`src/rtl/xmon_pkg.sv`:
```
// Shared constants and access encoding for the exclusive-access monitor.
// Assumes 64-bit words on byte addresses (3 offset bits).
package xmon_pkg;
    localparam int BYTE_OFS_W = 3;

    // Access kind, encoded as {exclusive, write}
    typedef enum logic [1:0] {
        ACC_LD  = 2'b00,
        ACC_ST  = 2'b01,
        ACC_LDX = 2'b10,
        ACC_STX = 2'b11
    } acc_e;

    // Width of a port pointer, never below one bit
    function automatic int ptr_w(input int n);
        return (n > 1) ? $clog2(n) : 1;
    endfunction
endpackage

```
`src/rtl/xmon_arb.sv`:
```
// Fixed-priority arbiter: lower port index wins, one grant per cycle.
// Assumes requesters hold valid until they see ready.
module xmon_arb #(
    parameter int NP = 2
) (
    input  logic          clk,
    input  logic          rst_n,
    input  logic [NP-1:0] vld,
    output logic [NP-1:0] rdy,
    output logic [NP-1:0] gnt
);
    // Ready for port i when no higher-priority port requests
    for (genvar i = 0; i < NP; i++) begin : g_pri
        if (i == 0) begin : g_top
            assign rdy[i] = 1'b1;
        end else begin : g_low
            assign rdy[i] = ~|vld[i-1:0];
        end
    end

    assign gnt = vld & rdy;


    single_grant_chk: assert property (@(posedge clk) disable iff (!rst_n)
        $onehot0(gnt));
endmodule

```
`src/rtl/xmon_resv.sv`:
```
// Reservation tracker for one port: holds a valid flag and a word index.
// Assumes at most one of arm/drop is set per cycle (one grant per cycle).
module xmon_resv #(
    parameter int IDX_W = 4
) (
    input  logic             clk,
    input  logic             rst_n,
    input  logic             arm,
    input  logic             drop,
    input  logic             snoop_wr,
    input  logic [IDX_W-1:0] cur_idx,
    output logic             hit
);
    logic             held;
    logic [IDX_W-1:0] held_idx;

    // Arm on exclusive load, clear on own exclusive store or foreign write
    always_ff @(posedge clk) begin
        if (!rst_n) begin
            held     <= 1'b0;
            held_idx <= '0;
        end else if (arm) begin
            held     <= 1'b1;
            held_idx <= cur_idx;
        end else if (drop || (snoop_wr && held_idx == cur_idx)) begin
            held     <= 1'b0;
        end
    end

    assign hit = held && (held_idx == cur_idx);


    arm_sets_chk: assert property (@(posedge clk) disable iff (!rst_n)
        arm |=> held);

    own_store_clears_chk: assert property (@(posedge clk) disable iff (!rst_n)
        (drop && !arm) |=> !held);

    foreign_write_clears_chk: assert property (@(posedge clk) disable iff (!rst_n)
        (snoop_wr && hit && !arm) |=> !held);

    no_spurious_arm_chk: assert property (@(posedge clk) disable iff (!rst_n)
        (!arm && !held) |=> !held);
endmodule

```
`src/rtl/xmon_mem.sv`:
```
// Single-port word memory: asynchronous read, synchronous write, reset to zero.
// Assumes WORDS is small enough to live in flops.
module xmon_mem #(
    parameter int IDX_W  = 4,
    parameter int DATA_W = 64
) (
    input  logic              clk,
    input  logic              rst_n,
    input  logic              we,
    input  logic [IDX_W-1:0]  idx,
    input  logic [DATA_W-1:0] wdata,
    output logic [DATA_W-1:0] rdata
);
    localparam int WORDS = 1 << IDX_W;

    logic [DATA_W-1:0] cells [WORDS];

    // Clear on reset, otherwise write the granted store
    always_ff @(posedge clk) begin
        if (!rst_n) begin
            for (int w = 0; w < WORDS; w++) cells[w] <= '0;
        end else if (we) begin
            cells[idx] <= wdata;
        end
    end

    assign rdata = cells[idx];


    write_lands_chk: assert property (@(posedge clk) disable iff (!rst_n)
        we |=> cells[$past(idx)] == $past(wdata));
endmodule

```
`src/rtl/xmon_top.sv`:
```
// Exclusive-access monitor for NP ports over a single-port word memory.
// One access is granted per cycle; exclusive-store check and write share
// that cycle, so they are atomic. Responses are registered (1-cycle latency).
module xmon_top
    import xmon_pkg::*;
#(
    parameter int NP     = 2,
    parameter int ADDR_W = 7,
    parameter int DATA_W = 64
) (
    input  logic                         clk,
    input  logic                         rst_n,
    input  logic [NP-1:0]                req_vld,
    input  logic [NP-1:0][ADDR_W-1:0]    req_addr,
    input  logic [NP-1:0]                req_we,
    input  logic [NP-1:0]                req_ex,
    input  logic [NP-1:0][DATA_W-1:0]    req_wdata,
    output logic [NP-1:0]                req_rdy,
    output logic [NP-1:0]                rsp_vld,
    output logic [DATA_W-1:0]            rsp_rdata,
    output logic [NP-1:0]                rsp_fail
);
    localparam int IDX_W = ADDR_W - BYTE_OFS_W;
    localparam int PW    = ptr_w(NP);

    logic [NP-1:0]     gnt;
    logic              g_any;
    logic [PW-1:0]     g_port;
    logic [ADDR_W-1:0] g_addr;
    logic [DATA_W-1:0] g_wdata;
    acc_e              g_acc;
    logic [IDX_W-1:0]  g_idx;
    logic [NP-1:0]     hit;
    logic              s_ok;
    logic              mem_we;
    logic [DATA_W-1:0] mem_rd;
    logic              unused_ofs;

    xmon_arb #(.NP(NP)) u_arb (
        .clk(clk), .rst_n(rst_n), .vld(req_vld), .rdy(req_rdy), .gnt(gnt)
    );

    // Mux the granted request onto the shared access path
    always_comb begin
        g_any   = 1'b0;
        g_port  = '0;
        g_addr  = '0;
        g_wdata = '0;
        g_acc   = ACC_LD;
        for (int i = 0; i < NP; i++) begin
            if (gnt[i]) begin
                g_any   = 1'b1;
                g_port  = PW'(i);
                g_addr  = req_addr[i];
                g_wdata = req_wdata[i];
                g_acc   = acc_e'({req_ex[i], req_we[i]});
            end
        end
    end

    assign g_idx      = g_addr[ADDR_W-1:BYTE_OFS_W];
    assign unused_ofs = ^g_addr[BYTE_OFS_W-1:0];
    assign s_ok       = hit[g_port];
    assign mem_we     = g_any && ((g_acc == ACC_ST) || (g_acc == ACC_STX && s_ok));

    // One reservation tracker per port
    for (genvar i = 0; i < NP; i++) begin : g_port_resv
        xmon_resv #(.IDX_W(IDX_W)) u_resv (
            .clk      (clk),
            .rst_n    (rst_n),
            .arm      (gnt[i] && g_acc == ACC_LDX),
            .drop     (gnt[i] && g_acc == ACC_STX),
            .snoop_wr (mem_we && !gnt[i]),
            .cur_idx  (g_idx),
            .hit      (hit[i])
        );


        grant_answered_chk: assert property (@(posedge clk) disable iff (!rst_n)
            gnt[i] |=> rsp_vld[i]);

        fail_only_on_xstore_chk: assert property (@(posedge clk) disable iff (!rst_n)
            rsp_fail[i] |-> (rsp_vld[i] && $past(req_we[i] && req_ex[i])));
    end

    xmon_mem #(.IDX_W(IDX_W), .DATA_W(DATA_W)) u_mem (
        .clk(clk), .rst_n(rst_n), .we(mem_we), .idx(g_idx),
        .wdata(g_wdata), .rdata(mem_rd)
    );

    // Register the response for the granted port
    always_ff @(posedge clk) begin
        if (!rst_n) begin
            rsp_vld   <= '0;
            rsp_fail  <= '0;
            rsp_rdata <= '0;
        end else begin
            rsp_vld   <= gnt;
            rsp_fail  <= gnt & {NP{g_acc == ACC_STX && !s_ok}};
            if (g_any) rsp_rdata <= mem_rd;
        end
    end


    one_response_chk: assert property (@(posedge clk) disable iff (!rst_n)
        $onehot0(rsp_vld));
endmodule

```
`config.mk`:
```
export PLATFORM = sky130hd
export DESIGN_NAME = xmon_top
export DESIGN_NICKNAME = d
export VERILOG_FILES = /design/src/rtl/xmon_pkg.sv /design/src/rtl/xmon_arb.sv /design/src/rtl/xmon_resv.sv /design/src/rtl/xmon_mem.sv /design/src/rtl/xmon_top.sv
export SDC_FILE = /design/constraint.sdc
export NUM_CORES = 2
export LEC_CHECK = 0
export BUFFER_PORTS_ARGS = -buffer_cell sky130_fd_sc_hd__buf_2
export CORE_MARGIN = 2
export CORE_UTILIZATION = 40
export DETAILED_ROUTE_END_ITERATION = 8
export GPL_TIMING_DRIVEN = 0
export PLACE_DENSITY_LB_ADDON = 0.25
export SLEW_MARGIN = 10
export SYNTH_ARGS = -nofsm -noshare
export SYNTH_HDL_FRONTEND = slang
export SYNTH_SLANG_ARGS = --single-unit
export TNS_END_PERCENT = 20
```
`constraint.sdc`:
```
create_clock -name clk -period 11.5 [get_ports clk]
set_input_delay 3.45 -clock clk [delete_from_list [all_inputs] [get_ports clk]]
set_output_delay 3.45 -clock clk [all_outputs]
set_load 0.01 [all_outputs]
```
==> results.tsv <==
metric	value	unit
crit_path_end_kind	primary output	
die-height	354	µm
areaGrowthSynthToFinish	17.8	%
io_buffers	211	
dr_total_vias	42800	
post-route-period-util	73.7	%
root_buffer	clkbuf_16	
chipWidth	354	µm
htree_num_levels	3	
synth-seq-cells	1102	
layout.nets	4944	
die_area	126000	µm²
initial_core_util	40.3	%
grtUsageTotal	35.7	%
min_path_type	reg -> reg	
worstPathArrival	5.03	ns
dp_hpwl	160000	µm
dp.cells	6299	
finalWirelength	230000	µm
cts_tree	yes	
grt_pass1_vias	39800	
drive_gt1_share	11.6	%
worstMarginPinSlew	1.58	ns
vdd_drop_max	0.134	mV
placementRows	128	
slew_violations	55	
violations	capacitance limit, slew limit	
grt_max_degree	21	
wl_per_cell	35.2	µm
synth.avg_cell_area	11.2	µm²
dr.first_iter.drc_count	8011	
setup_viol	0	
synth-edff-count	1024	
finalHoldViolations	0	
cts-resized-gates	0	
max_cap_viol_count	5	
synthArstFlopShare	0	%
dp_slack	3.11	ns
grt_pass1_wl	311000	µm
yosysWarnings	0	
final_antenna_net_count	0	
cellLeakagePower	19.6	nW
cp.required	8.05	ns
worstPathMaxFanout	10	
dr.pass1.iters	7	
post_cts_buffers	0	
synth_seq_area_share	65.8	%
rsz0062_at_grt	false	
synth.distinct_cells	51	
power_density	168	nW/µm²
clock_latency	0.74	ns
antenna_found_initial	9	
fmax	118	MHz
clk_path_buf_depth	3	
relSlewSlack	-5.57	%
syn_nets	4520	
core	122000	µm²
drcViolationCount	0	
globalRoute.totalOverflow	0	
fillers	11100	
skew	0.0340	ns
cts_hold_buf	0	
cts_made_buffers	117	
layoutNonFillerInstCount	6529	
syn_inst	4370	
period_needed	8.48	ns
finalWorstSetupSlack	3.02	ns
worstSetupPathType	in -> out	
netlist_area	49100	µm²
place_congestion	0.995	
crit_path_start_kind	primary input	
synthFlopType	edfxtp_1	
cts.clk_slew.worst_paths	0.06	ns
r2r_slack	7.19	ns
cts.sinks	1102	
routed_via_density	6.56	
io_pins	220	
outcome	finished with violations	
[routing by layer]
metal	routed length, µm	global-route usage, %	up-vias
met5	215	0	-
met1	81200	45.4	20800
met4	17700	22.7	10
li1	-	-	17300
met3	35300	13.1	827
met2	95500	51.3	3875
[power by group]
| group | total [mW] | internal, mW | switching [mW] |
|---|---|---|---|
| clock network | 3.75 | 2.09 | 1.66 |
| registers | 4.69 | 4.60 | 0.0897 |
| logic | 1.30 | 0.305 | 0.994 |
| total | 9.74 | 7.00 | 2.75 |
[synthesized netlist by cell type, types with 18 or more instances]
library cell  count  area share [%]
dfxtp_1          78             3.2
buf_2            51            0.52
edfxtp_1       1024              63
buf_1            27            0.21
nand3_1         104             1.1
and3_1           81             1.0
o21ai_0          62            0.63
nor3_1         1061              11
a211oi_1         20            0.31
a311oi_1         18            0.32
a31oi_1          33            0.42
a21oi_1         311             3.2
a221oi_1         32            0.57
o221ai_1         32            0.57
mux2i_1         192             3.9
o22ai_1          81             1.0
clkbuf_1        418             3.2
nor2_1           20            0.15
nand2_1         626             4.8
[cell type report]
cell class,count,area [µm²],area share [%]
Antenna cell,8,20.0,0.0346
Sequential cell,1102,32300,55.8
Clock inverter,56,384,0.664
Tap cell,1625,2030,3.51
Multi-Input combinational cell,2766,15100,26.1
Buffer,497,1950,3.38
Clock buffer,165,3320,5.74
Inverter,5,18.8,0.0324
Timing Repair Buffer,305,2720,4.70
[flip-flops by register name, indices dropped and copies added (netlist names)]
signal,cells
u_mem.cells,1024
rsp_rdata,64
g_port_resv.u_resv.held_idx,8
g_port_resv.u_resv.held,2
rsp_fail,2
rsp_vld,2
[stage by stage]
stage | util [%] | area, µm² | TNS, ns | power (mW) | hold slack [ns]
2_1_floorplan | - | 49100 | 0 | 5.34 | 0.453
3_3_place_gp | 42.8 | 52200 | -5533.38 | 5.96 | 0.463
3_5_place_dp | 44.4 | 54100 | 0 | 5.99 | 0.474
4_1_cts | 47.4 | 57800 | 0 | 9.63 | 0.485
5_1_grt | 47.5 | 57800 | 0 | 9.88 | 0.523
6_report | 47.5 | 57900 | 0 | 9.74 | 0.491
[cell families after synthesis]
group / after synthesis / share of synthesized area [%]
compound gates: 643 / 7.93
mux: 192 / 3.91
xor+xnor: 2 / 0.0357
buf+inv: 502 / 3.97
other cells: 1 / 0.00764
flops: 1102 / 65.8
simple gates: 1928 / 18.3
[path summary, 6_finish.rpt]
check,from,endpoint,cells after the start
setup reg to reg,g_port_resv[1].u_resv.held_idx[2],u_mem.cells[1][49],9
hold / removal,g_port_resv[0].u_resv.held_idx[2],g_port_resv[0].u_resv.held_idx[2],2
hold reg to reg,g_port_resv[0].u_resv.held_idx[2],g_port_resv[0].u_resv.held_idx[2],2
setup / recovery,req_vld[0],req_rdy[1],6
[placed cells by master (no fill, tap or decap), drive strengths merged, types with 12 or more instances in the layout]
cell     count
nor4        16
o31ai       12
nor3      1061
o21ai       66
a21oi      312
a311oi      18
a31oi       33
a221oi      32
clkbuf     584
a211oi      20
dfxtp       78
and3        81
mux2i      192
edfxtp    1024
a2111oi     16
nor2        20
buf        383
o22ai       81
clkinv      49
nand2      626
o221ai      32
nand3      104
[critical path, stage by stage]
cell and delay [ns]:
buf_2 0.13, buf_2 0.17, buf_2 0.19, inv_1 0.52
clkbuf_1 0.36, buf_2 0.20
No activity file was read; power rests on OpenSTA's default activity.
